## config.mk

```make
export PLATFORM = sky130hd
export DESIGN_NAME = lutflash_seq
export DESIGN_NICKNAME = d
export VERILOG_FILES = /design/src/rtl/lfs_pkg.sv /design/src/rtl/lfs_lut.sv /design/src/rtl/lfs_bufs.sv /design/src/rtl/lfs_engine.sv /design/src/rtl/lutflash_seq.sv
export SDC_FILE = /design/constraint.sdc
export NUM_CORES = 2
export LEC_CHECK = 0
export ABC_AREA = 0
export BUFFER_PORTS_ARGS = -buffer_cell sky130_fd_sc_hd__buf_2
export CORE_ASPECT_RATIO = 1.1
export CORE_MARGIN = 4
export CORE_UTILIZATION = 55
export DETAILED_ROUTE_END_ITERATION = 10
export MAX_ROUTING_LAYER = met4
export PLACE_DENSITY = 0.71
export SYNTH_ARGS = -nofsm -noshare
export SYNTH_HDL_FRONTEND = slang
export SYNTH_SLANG_ARGS = --single-unit
```

## constraint.sdc

```tcl
create_clock -name clk -period 5.8 [get_ports clk]
set_input_delay 0.58 -clock clk [delete_from_list [all_inputs] [get_ports clk]]
set_output_delay 0.58 -clock clk [all_outputs]
set_load 0.01 [all_outputs]
```

## src/rtl/lfs_pkg.sv

```systemverilog
package lfs_pkg;
    typedef enum logic [5:0] {
        OP_STOP  = 6'd0,
        OP_CMD   = 6'd1,
        OP_ADDR  = 6'd2,
        OP_DUMMY = 6'd3,
        OP_READ  = 6'd4,
        OP_WRITE = 6'd5
    } op_e;

    localparam logic [11:0] A_CTRL  = 12'h000;
    localparam logic [11:0] A_STAT  = 12'h004;
    localparam logic [11:0] A_FADDR = 12'h008;
    localparam logic [11:0] A_TRIG  = 12'h00C;
    localparam logic [11:0] A_TXD   = 12'h010;
    localparam logic [11:0] A_KEY   = 12'h014;
    localparam logic [11:0] A_LOCK  = 12'h018;
    localparam logic [3:0]  WIN_RX  = 4'h1;
    localparam logic [3:0]  WIN_LUT = 4'h2;

    localparam logic [31:0] LOCK_KEY   = 32'h5AF0_0FA5;
    localparam logic [31:0] CMD_UNLOCK = 32'd1;
    localparam logic [31:0] CMD_LOCK   = 32'd2;
endpackage

```

## src/rtl/lfs_lut.sv

```systemverilog
module lfs_lut import lfs_pkg::*; #(
    parameter int NWORDS = 32,
    localparam int AW = $clog2(NWORDS)
) (
    input  logic          clk,
    input  logic          rst_n,
    input  logic          any_wr_i,
    input  logic          wr_i,
    input  logic [AW-1:0] waddr_i,
    input  logic [31:0]   wdata_i,
    input  logic          key_wr_i,
    input  logic          lock_wr_i,
    input  logic [AW-1:0] raddr_a_i,
    output logic [31:0]   rdata_a_o,
    input  logic [AW-1:0] raddr_b_i,
    output logic [31:0]   rdata_b_o,
    output logic          locked_o,
    output logic          reject_o
);
    logic [31:0] mem [NWORDS];
    logic        key_ok_q, locked_q;

    always_ff @(posedge clk or negedge rst_n) begin
        if (!rst_n) begin
            key_ok_q <= 1'b0;
            locked_q <= 1'b1;
        end else if (any_wr_i) begin
            key_ok_q <= key_wr_i && (wdata_i == LOCK_KEY);
            if (lock_wr_i && key_ok_q) begin
                if (wdata_i == CMD_UNLOCK)    locked_q <= 1'b0;
                else if (wdata_i == CMD_LOCK) locked_q <= 1'b1;
            end
        end
    end

    always_ff @(posedge clk or negedge rst_n) begin
        if (!rst_n) begin
            for (int i = 0; i < NWORDS; i++) mem[i] <= '0;
        end else if (wr_i && !locked_q) begin
            mem[waddr_i] <= wdata_i;
        end
    end

    assign rdata_a_o = mem[raddr_a_i];
    assign rdata_b_o = mem[raddr_b_i];
    assign locked_o  = locked_q;
    assign reject_o  = wr_i && locked_q;

    // the table only opens right after a valid key write
    a_r2_unlock_needs_key: assert property (@(posedge clk) disable iff (!rst_n)
        $fell(locked_q) |-> $past(key_ok_q));
endmodule

```

## src/rtl/lfs_bufs.sv

```systemverilog
module lfs_bufs #(
    parameter int RXB = 128,
    parameter int TXB = 64,
    localparam int RXA  = $clog2(RXB),
    localparam int RXC  = RXA + 1,
    localparam int RXWA = RXA - 2,
    localparam int TXA  = $clog2(TXB),
    localparam int TXC  = TXA + 1
) (
    input  logic            clk,
    input  logic            rst_n,
    input  logic            rx_flush_i,
    input  logic            rx_push_i,
    input  logic [7:0]      rx_byte_i,
    input  logic [RXWA-1:0] rx_widx_i,
    output logic [31:0]     rx_word_o,
    output logic [RXC-1:0]  rx_cnt_o,
    input  logic            tx_flush_i,
    input  logic            tx_push_i,
    input  logic [31:0]     tx_word_i,
    input  logic            tx_pop_i,
    output logic [7:0]      tx_byte_o
);
    logic [7:0]     rx_mem [RXB];
    logic [7:0]     tx_mem [TXB];
    logic [RXC-1:0] rx_cnt;
    logic [TXC-1:0] tx_cnt;
    logic [TXA-1:0] wp, rp;
    logic           rx_ok, tx_in_ok, tx_out_ok;

    assign rx_ok     = rx_push_i && (rx_cnt < RXC'(RXB));
    assign tx_in_ok  = tx_push_i && (tx_cnt <= TXC'(TXB - 4));
    assign tx_out_ok = tx_pop_i && (tx_cnt != '0);

    always_ff @(posedge clk or negedge rst_n) begin
        if (!rst_n) begin
            rx_cnt <= '0;
            tx_cnt <= '0;
            wp     <= '0;
            rp     <= '0;
        end else begin
            if (rx_flush_i) rx_cnt <= '0;
            else if (rx_ok) rx_cnt <= rx_cnt + 1'b1;
            if (tx_flush_i) begin
                tx_cnt <= '0;
                wp     <= '0;
                rp     <= '0;
            end else begin
                tx_cnt <= tx_cnt + (tx_in_ok ? TXC'(4) : '0) - (tx_out_ok ? TXC'(1) : '0);
                if (tx_in_ok)  wp <= wp + TXA'(4);
                if (tx_out_ok) rp <= rp + 1'b1;
            end
        end
    end

    always_ff @(posedge clk) begin
        if (rx_ok && !rx_flush_i) rx_mem[rx_cnt[RXA-1:0]] <= rx_byte_i;
        if (tx_in_ok && !tx_flush_i) begin
            for (int k = 0; k < 4; k++) tx_mem[wp + TXA'(k)] <= tx_word_i[8*k +: 8];
        end
    end

    always_comb begin
        for (int k = 0; k < 4; k++) rx_word_o[8*k +: 8] = rx_mem[{rx_widx_i, 2'(k)}];
    end

    assign rx_cnt_o  = rx_cnt;
    assign tx_byte_o = tx_mem[rp];

    // a full receive buffer keeps its count when more bytes arrive
    a_r7_rx_cap: assert property (@(posedge clk) disable iff (!rst_n)
        (rx_cnt == RXC'(RXB)) && rx_push_i && !rx_flush_i |=> rx_cnt == RXC'(RXB));
    // the engine never draws from an empty transmit buffer
    a_r8_tx_nonempty: assert property (@(posedge clk) disable iff (!rst_n)
        tx_pop_i |-> tx_cnt != '0);
endmodule

```

## src/rtl/lfs_engine.sv

```systemverilog
module lfs_engine import lfs_pkg::*; #(
    parameter int HALF_DIV = 2,
    parameter int NWORDS   = 32,
    parameter int RXB      = 128,
    parameter int TXB      = 64,
    localparam int AW = $clog2(NWORDS),
    localparam int SW = AW - 2,
    localparam int DW = (HALF_DIV > 1) ? $clog2(HALF_DIV) : 1
) (
    input  logic          clk,
    input  logic          rst_n,
    input  logic          start_i,
    input  logic [SW-1:0] seq_i,
    input  logic [7:0]    size_i,
    input  logic [31:0]   faddr_i,
    output logic [AW-1:0] lut_addr_o,
    input  logic [31:0]   lut_word_i,
    input  logic [7:0]    tx_byte_i,
    output logic          tx_pop_o,
    output logic          rx_push_o,
    output logic [7:0]    rx_byte_o,
    output logic          sclk_o,
    output logic          cs_n_o,
    output logic          mosi_o,
    input  logic          miso_i,
    output logic          busy_o
);
    typedef enum logic [2:0] {S_IDLE, S_SETUP, S_LOAD, S_LOW, S_HIGH, S_HOLD} st_e;

    st_e           st_q;
    logic [3:0]    pc_q;
    logic [SW-1:0] seq_q;
    logic [7:0]    size_q, bits_q, bytes_q, rxs_q;
    logic [31:0]   faddr_q, sh_q;
    logic [5:0]    op_q;
    logic [DW-1:0] div_q;

    logic [15:0] ins;
    logic [5:0]  op_n;
    logic [7:0]  oper, nbytes;
    logic        ld_end, ld_skip, edge_w, last_bit, more;
    logic        unused_pad;

    assign lut_addr_o = {seq_q, pc_q[2:1]};

    always_comb begin
        ins    = pc_q[0] ? lut_word_i[31:16] : lut_word_i[15:0];
        op_n   = ins[15:10];
        oper   = ins[7:0];
        nbytes = (size_q != 8'd0) ? size_q : oper;
        if (op_n == OP_READ && nbytes > 8'(RXB))  nbytes = 8'(RXB);
        if (op_n == OP_WRITE && nbytes > 8'(TXB)) nbytes = 8'(TXB);
        ld_end  = pc_q[3] || (op_n == OP_STOP) || (op_n > OP_WRITE);
        ld_skip = ((op_n == OP_READ || op_n == OP_WRITE) && nbytes == 8'd0)
                  || (op_n == OP_DUMMY && oper == 8'd0);
    end
    assign unused_pad = ^ins[9:8];

    assign edge_w   = (div_q == DW'(HALF_DIV - 1));
    assign last_bit = (bits_q == 8'd1);
    assign more     = (bytes_q > 8'd1);

    always_ff @(posedge clk or negedge rst_n) begin
        if (!rst_n) begin
            st_q <= S_IDLE; pc_q <= '0; seq_q <= '0; size_q <= '0; faddr_q <= '0;
            sh_q <= '0; rxs_q <= '0; bits_q <= '0; bytes_q <= '0; op_q <= '0; div_q <= '0;
        end else begin
            unique case (st_q)
                S_IDLE: if (start_i) begin
                    st_q <= S_SETUP; seq_q <= seq_i; size_q <= size_i;
                    faddr_q <= faddr_i; pc_q <= '0;
                end
                S_SETUP: st_q <= S_LOAD;
                S_LOAD: begin
                    if (ld_end) st_q <= S_HOLD;
                    else if (ld_skip) pc_q <= pc_q + 1'b1;
                    else begin
                        op_q <= op_n; div_q <= '0; st_q <= S_LOW;
                        bytes_q <= 8'd1; bits_q <= 8'd8; sh_q <= '0;
                        if (op_n == OP_CMD) sh_q <= {oper, 24'h0};
                        else if (op_n == OP_ADDR) begin
                            if (oper == 8'd32) begin sh_q <= faddr_q; bits_q <= 8'd32; end
                            else begin sh_q <= {faddr_q[23:0], 8'h0}; bits_q <= 8'd24; end
                        end
                        else if (op_n == OP_DUMMY) bits_q <= oper;
                        else begin
                            bytes_q <= nbytes;
                            if (op_n == OP_WRITE) sh_q <= {tx_byte_i, 24'h0};
                        end
                    end
                end
                S_LOW: if (edge_w) begin
                    div_q <= '0; st_q <= S_HIGH; rxs_q <= {rxs_q[6:0], miso_i};
                end else div_q <= div_q + 1'b1;
                S_HIGH: if (edge_w) begin
                    div_q <= '0;
                    sh_q  <= {sh_q[30:0], 1'b0};
                    if (!last_bit) begin
                        bits_q <= bits_q - 1'b1; st_q <= S_LOW;
                    end else if (more) begin
                        bits_q <= 8'd8; bytes_q <= bytes_q - 1'b1; st_q <= S_LOW;
                        if (op_q == OP_WRITE) sh_q <= {tx_byte_i, 24'h0};
                    end else begin
                        pc_q <= pc_q + 1'b1; st_q <= S_LOAD;
                    end
                end else div_q <= div_q + 1'b1;
                S_HOLD: st_q <= S_IDLE;
                default: st_q <= S_IDLE;
            endcase
        end
    end

    always_comb begin
        busy_o    = (st_q != S_IDLE);
        cs_n_o    = (st_q == S_IDLE);
        sclk_o    = (st_q == S_HIGH);
        mosi_o    = sh_q[31] && (st_q == S_LOW || st_q == S_HIGH);
        rx_byte_o = rxs_q;
        rx_push_o = (st_q == S_HIGH) && edge_w && (op_q == OP_READ) && last_bit;
        tx_pop_o  = ((st_q == S_LOAD) && !ld_end && !ld_skip && (op_n == OP_WRITE))
                 || ((st_q == S_HIGH) && edge_w && (op_q == OP_WRITE) && last_bit && more);
    end

    // data line holds steady across the high clock phase
    a_r4_mosi_steady_high: assert property (@(posedge clk) disable iff (!rst_n)
        sclk_o && $past(sclk_o) |-> $stable(mosi_o));
    // busy only starts after an accepted trigger
    a_r9_busy_from_trigger: assert property (@(posedge clk) disable iff (!rst_n)
        $rose(busy_o) |-> $past(start_i));
endmodule

```

## src/rtl/lutflash_seq.sv

```systemverilog
module lutflash_seq import lfs_pkg::*; #(
    parameter int SEQS     = 8,
    parameter int RX_BYTES = 128,
    parameter int TX_BYTES = 64,
    parameter int HALF_DIV = 2
) (
    input  logic        clk,
    input  logic        rst_n,
    input  logic        reg_wr,
    input  logic [11:0] reg_addr,
    input  logic [31:0] reg_wdata,
    output logic [31:0] reg_rdata,
    output logic        flash_sclk,
    output logic        flash_cs_n,
    output logic        flash_mosi,
    input  logic        flash_miso
);
    localparam int NWORDS = SEQS * 4;
    localparam int LAW    = $clog2(NWORDS);
    localparam int SW     = LAW - 2;
    localparam int RXC    = $clog2(RX_BYTES) + 1;
    localparam int RXWA   = $clog2(RX_BYTES) - 2;

    logic        in_lut, in_rx, is_ctrl, trig, start, busy, err_q, locked, reject;
    logic        tx_pop, rx_push;
    logic [7:0]  rx_byte, tx_byte;
    logic [31:0] faddr_q, lut_rd_a, lut_rd_b, rx_word;
    logic [LAW-1:0] lut_eng_addr;
    logic [RXC-1:0] rx_cnt;

    assign in_lut  = (reg_addr[11:8] == WIN_LUT);
    assign in_rx   = (reg_addr[11:8] == WIN_RX);
    assign is_ctrl = reg_wr && (reg_addr == A_CTRL);
    assign trig    = reg_wr && (reg_addr == A_TRIG);
    assign start   = trig && !busy;

    always_ff @(posedge clk or negedge rst_n) begin
        if (!rst_n) begin
            faddr_q <= '0;
            err_q   <= 1'b0;
        end else begin
            if (reg_wr && reg_addr == A_FADDR) faddr_q <= reg_wdata;
            if (is_ctrl && reg_wdata[2]) err_q <= 1'b0;
            if (reject || (trig && busy)) err_q <= 1'b1;
        end
    end

    lfs_lut #(.NWORDS(NWORDS)) u_lut (
        .clk(clk), .rst_n(rst_n), .any_wr_i(reg_wr),
        .wr_i(reg_wr && in_lut), .waddr_i(reg_addr[LAW+1:2]), .wdata_i(reg_wdata),
        .key_wr_i(reg_addr == A_KEY), .lock_wr_i(reg_addr == A_LOCK),
        .raddr_a_i(reg_addr[LAW+1:2]), .rdata_a_o(lut_rd_a),
        .raddr_b_i(lut_eng_addr), .rdata_b_o(lut_rd_b),
        .locked_o(locked), .reject_o(reject)
    );

    lfs_bufs #(.RXB(RX_BYTES), .TXB(TX_BYTES)) u_bufs (
        .clk(clk), .rst_n(rst_n),
        .rx_flush_i(is_ctrl && reg_wdata[0]), .rx_push_i(rx_push), .rx_byte_i(rx_byte),
        .rx_widx_i(reg_addr[RXWA+1:2]), .rx_word_o(rx_word), .rx_cnt_o(rx_cnt),
        .tx_flush_i(is_ctrl && reg_wdata[1]), .tx_push_i(reg_wr && reg_addr == A_TXD),
        .tx_word_i(reg_wdata), .tx_pop_i(tx_pop), .tx_byte_o(tx_byte)
    );

    lfs_engine #(.HALF_DIV(HALF_DIV), .NWORDS(NWORDS), .RXB(RX_BYTES), .TXB(TX_BYTES)) u_eng (
        .clk(clk), .rst_n(rst_n), .start_i(start),
        .seq_i(reg_wdata[8 +: SW]), .size_i(reg_wdata[7:0]), .faddr_i(faddr_q),
        .lut_addr_o(lut_eng_addr), .lut_word_i(lut_rd_b),
        .tx_byte_i(tx_byte), .tx_pop_o(tx_pop), .rx_push_o(rx_push), .rx_byte_o(rx_byte),
        .sclk_o(flash_sclk), .cs_n_o(flash_cs_n), .mosi_o(flash_mosi),
        .miso_i(flash_miso), .busy_o(busy)
    );

    always_comb begin
        reg_rdata = '0;
        if (in_lut)                      reg_rdata = lut_rd_a;
        else if (in_rx)                  reg_rdata = rx_word;
        else if (reg_addr == A_STAT)     reg_rdata = {16'h0, 8'(rx_cnt), 4'h0, locked, err_q, rx_cnt != '0, busy};
        else if (reg_addr == A_FADDR)    reg_rdata = faddr_q;
    end

    // the error flag only drops on an explicit clear
    a_r10_err_sticky: assert property (@(posedge clk) disable iff (!rst_n)
        err_q && !(is_ctrl && reg_wdata[2]) |=> err_q);
endmodule

```

==> results.txt <==
The finished layout holds 11500 standard cells, fillers aside. The share of total power in combinational logic came out at 0.103. After synthesis, the largest family of logic cells by area is multiplexers. Setup repair after global routing left no endpoint under its margin. The mean area per synthesized cell is 15.3 µm². Among all cell types in the netlist, the one instantiated most often is edfxtp_1. The met2 track demand over resource is 0.505. The overall die area is 237000 µm². The final core area utilization came out at 0.617. The met3 usage in global routing came out at 0.0732. The highest fanout seen on the critical path came out at 28. The post-detailed-route via-to-cell ratio came out at 6.88. After floorplanning, the core was divided into 184 placement rows. The count of flip-flops with a built-in enable after synthesis is 1536. The post-synthesis to final-layout area growth came out at 11.7%. The number of clock buffers inserted by TritonCTS is 297. Of the total power, the clock network draws 0.414. The count of unique library cells instantiated by Yosys came out at 91. The Yosys step of the flow raised 0 warnings. At the worst endpoint, the required time is 6.59 ns.

The net count reported at finish is 8295. In this run the most used layer during global routing was met2. The adder-cell share of the synthesized area came out at 0.00214. The half-perimeter wire length after detailed placement came out at 243000 µm.

Of the post-synthesis cell area, the part taken by muxes is 0.270. The synthesized area is 126000 µm². The wire length per cell after detailed routing is 34.1 µm. The switching power summed over all nets is 11.2 mW. The number of max-cap violations is 0.

The peak clock frequency supported by timing came out at 180 MHz. The H-tree generated during clock tree synthesis spans 5 levels. Detailed routing inserted a total of 79200 vias. The horizontal die dimension is 465 µm. Measured against its own limit, the worst slew margin works out to 0.173.

The peak ir drop on the vdd network came out at 344 µV. With fillers left out, the area of the finished cells amounts to 141000 µm². The power density of the placed cells is 316 nW/µm². The total chip power came out at 44.5 mW. The leakage dissipation came out at 56.5 nW. The via count of the first global-routing pass is 78800.

The count of antenna-violating nets left after detailed routing came out at 0. The post-synthesis compound-gate area fraction came to 0.0362. Once placement finished, the instance area stood at 131000 µm². The setup clock skew after layout came out at 0.0754 ns. The final layout contains routed wiring with a total length of 393000 µm. At the later pin of the worst-skew pair, clock insertion delay measures 0.99 ns. In the finished design, the share of the clock period the worst path needs comes to 0.958. The proportion of synthesized chip area in sequential cells came out at 0.603. Of the total power, the share spent switching nets is 0.251.

The area fraction in and, or, nand and nor cells after synthesis came out at 0.0573. By area the synthesized netlist is led by edfxtp_1, dfrtp_1, mux4_2. Routability-driven placement finished with a final weighted congestion of 0.936.

The share of final-layout standard cells stronger than drive strength 1 is 0.363. The run finished with clean final reports. Across every metal layer, demand over resource in global routing totals 0.341. The net count of the mapped netlist came out at 8296. The first detailed-routing pass ran for 7 iterations. The number of port buffers came out at 82. The final max-slew violation count is 0. The category of the critical setup timing path is register to register. The worst hold-check slack is 0.0949 ns. Clock-pin slew was measured on the worst setup and hold paths at 0.07 ns. The overflow left after global routing is 0. In this run the worst hold path is classified as primary input to register.

Summed over all instances, the cell type with the most area after synthesis is edfxtp_1. The maximum buffer depth of the clock tree is 4. STA classifies the critical path endpoint as a register. The clock sink count is 2733. The first-pass GRT wire length is 566000 µm.

The placeable core area came out at 228000 µm². Of the total power, registers draw 0.483. The share of synthesized area in the top cell type comes to 0.366. The tree is rooted in a clkbuf_16. The final-report hold violation count came out at 0.

The data arrival time of the critical path came out at 6.35 ns. The height of the die came out at 510 µm. For this run, asynchronously set or reset flops after synthesis account for 0.438.

The worst setup path is launched from a register. The starting utilization of the core area came out at 0.552. The met1 capacity usage during global routing came out at 0.443. Fill cells in the final layout number 16500.

For this block, the initial DRC count from the detailed router was 11200. The number of I/O pins came out at 83. The number of placed cells counting well taps came out at 11000. The minimum clock period is 5.56 ns. The worst path setup slack after routing came out at 0.244 ns. For this run, the leading register cell type out of synthesis is edfxtp_1. The gate count after technology mapping came out at 8227.

Timing analysis after detailed placement gives a worst setup slack of 0.0667 ns. The initial antenna violation count came out at 29. Entering global routing, the biggest net connects 156 pins. The number of failing setup endpoints in the final timing report is 0.

The internal portion of total power is 33.3 mW. The CTS tree is done. The total of flip-flops plus latches after synthesis came out at 2733.

The final setup TNS came out at 0 ns. The number of DRC violations after detailed routing came out at 0. The transition time at the pin with the least slew margin is 1.24 ns. Sorting the synthesized cells by how often they occur yields edfxtp_1, dfrtp_1, mux2_2, nand2_1, mux4_2.

Of the total synthesized cell area, the portion taken by XOR and XNOR cells is 0.000834.
## cells by family after synthesis
family / Yosys count
buf+inv: 947
mux: 2170
fa+ha+maj: 21
simple gates: 1695
compound gates: 649
xor+xnor: 12
flops: 2733
## sequential cells by signal, indices dropped and copies added (netlist names), 6 cells and up
register,flops
u_bufs.rx_mem,1024
u_lut.mem,1024
u_bufs.tx_mem,512
faddr_q,32
u_eng.faddr_q,32
u_eng.sh_q,32
u_bufs.rx_cnt_o,8
u_eng.bits_q,8
u_eng.bytes_q,8
u_eng.rx_byte_o,8
u_eng.size_q,8
u_bufs.tx_cnt,7
u_bufs.rp,6
u_eng.op_q,6
## layer usage
metal  wire [µm]  vias to the layer above
met2      181000                     5182
met4       26900                        0
met1      144000                    41500
li1            -                    31300
met5           0                        -
met3       40900                     1176
## power by group through the flow
stage | Combinational (mW) | Clock, mW | Sequential [mW]
floorplan | 2.54 | 0 | 21.9
global placement | 4.38 | 0 | 21.9
detailed placement | 4.45 | 0 | 21.9
CTS | 4.47 | 18.6 | 21.5
global route | 4.83 | 19.4 | 21.5
finish | 4.58 | 18.4 | 21.5
## worst paths after layout
kind                                                  from                           end  slack [ns]  cells past startpoint
max in group asynchronous                            rst_n  u_eng.bytes_q[4]$_DFFE_PN0P_        4.02                      3
worst min register to register   u_eng.sh_q[1]$_DFFE_PN0P_     u_eng.sh_q[1]$_DFFE_PN0P_        0.49                      2
worst min-delay path                         reg_wdata[14]    u_lut.mem[366]$_DFFE_PN0P_        0.09                      2
worst max-delay path            u_eng.seq_q[1]$_DFFE_PN0P_    u_bufs.tx_cnt[5]$_DFF_PN0_        0.24                     22
worst max register to register  u_eng.seq_q[1]$_DFFE_PN0P_    u_bufs.tx_cnt[5]$_DFF_PN0_        0.24                     22
min in group asynchronous                            rst_n    u_lut.mem[200]$_DFFE_PN0P_        0.32                      2
## repair_timing
item / CTS / global route
buffers inserted: 0 / 8
resized for setup: 0 / 1
endpoints found under the setup margin: 0 / 3
endpoints found under the hold margin: 124 / 0
hold buffers: 4 / 0
## worst max-delay path: stages (launching register included)
cell	delay (ns)
dfrtp_2	0.93
buf_4	0.26
nor2b_1	0.35
buf_4	0.22
a22oi_1	0.08
a31oi_1	0.20
nand4_1	0.49
nand2_1	0.39
a31oi_1	0.19
o2bb2ai_1	0.28
nand4_1	0.17
o21ai_1	0.34
a21boi_1	0.15
ha_1	0.20
inv_1	0.05
ha_1	0.16
inv_1	0.06
fa_1	0.42
inv_1	0.07
a21o_1	0.11
a21oi_1	0.07
xnor2_1	0.15
nor2_1	0.06
## cells in the final DEF (no fill, tap or decap), drive strengths merged, types with 8 or more instances in the layout
| cell | count |
|---|---|
| and3 | 42 |
| and2 | 16 |
| mux2i | 157 |
| nand2b | 13 |
| a221o | 29 |
| o2111ai | 8 |
| nor2b | 33 |
| inv | 124 |
| o21ai | 110 |
| dfrtp | 1196 |
| nor2 | 266 |
| a221oi | 27 |
| a32oi | 8 |
| a211oi | 14 |
| nand3 | 55 |
| nand3b | 8 |
| mux4 | 869 |
| a31oi | 24 |
| diode | 20 |
| nor3 | 26 |
| a222oi | 10 |
| nor4 | 27 |
| mux2 | 1144 |
| clkinv | 82 |
| bufinv | 18 |
| a22oi | 223 |
| ha | 20 |
| buf | 522 |
| a22o | 16 |
| o22ai | 19 |
| edfxtp | 1536 |
| nand4 | 49 |
| nand2 | 1117 |
| clkbuf | 390 |
| clkinvlp | 11 |
| a21oi | 104 |
| xor2 | 8 |
## area by class of cell
type | instances | area, µm² | area share
Inverter | 121 | 454 | 0.00322
Antenna cell | 20 | 50.0 | 0.000355
Clock inverter | 114 | 1030 | 0.00730
Sequential cell | 2733 | 76100 | 0.540
Clock buffer | 390 | 8230 | 0.0584
Multi-Input combinational cell | 4547 | 46500 | 0.330
Timing Repair Buffer | 526 | 4630 | 0.0328
Tap cell | 3069 | 3840 | 0.0273
Power figures use the tool's default switching activity.
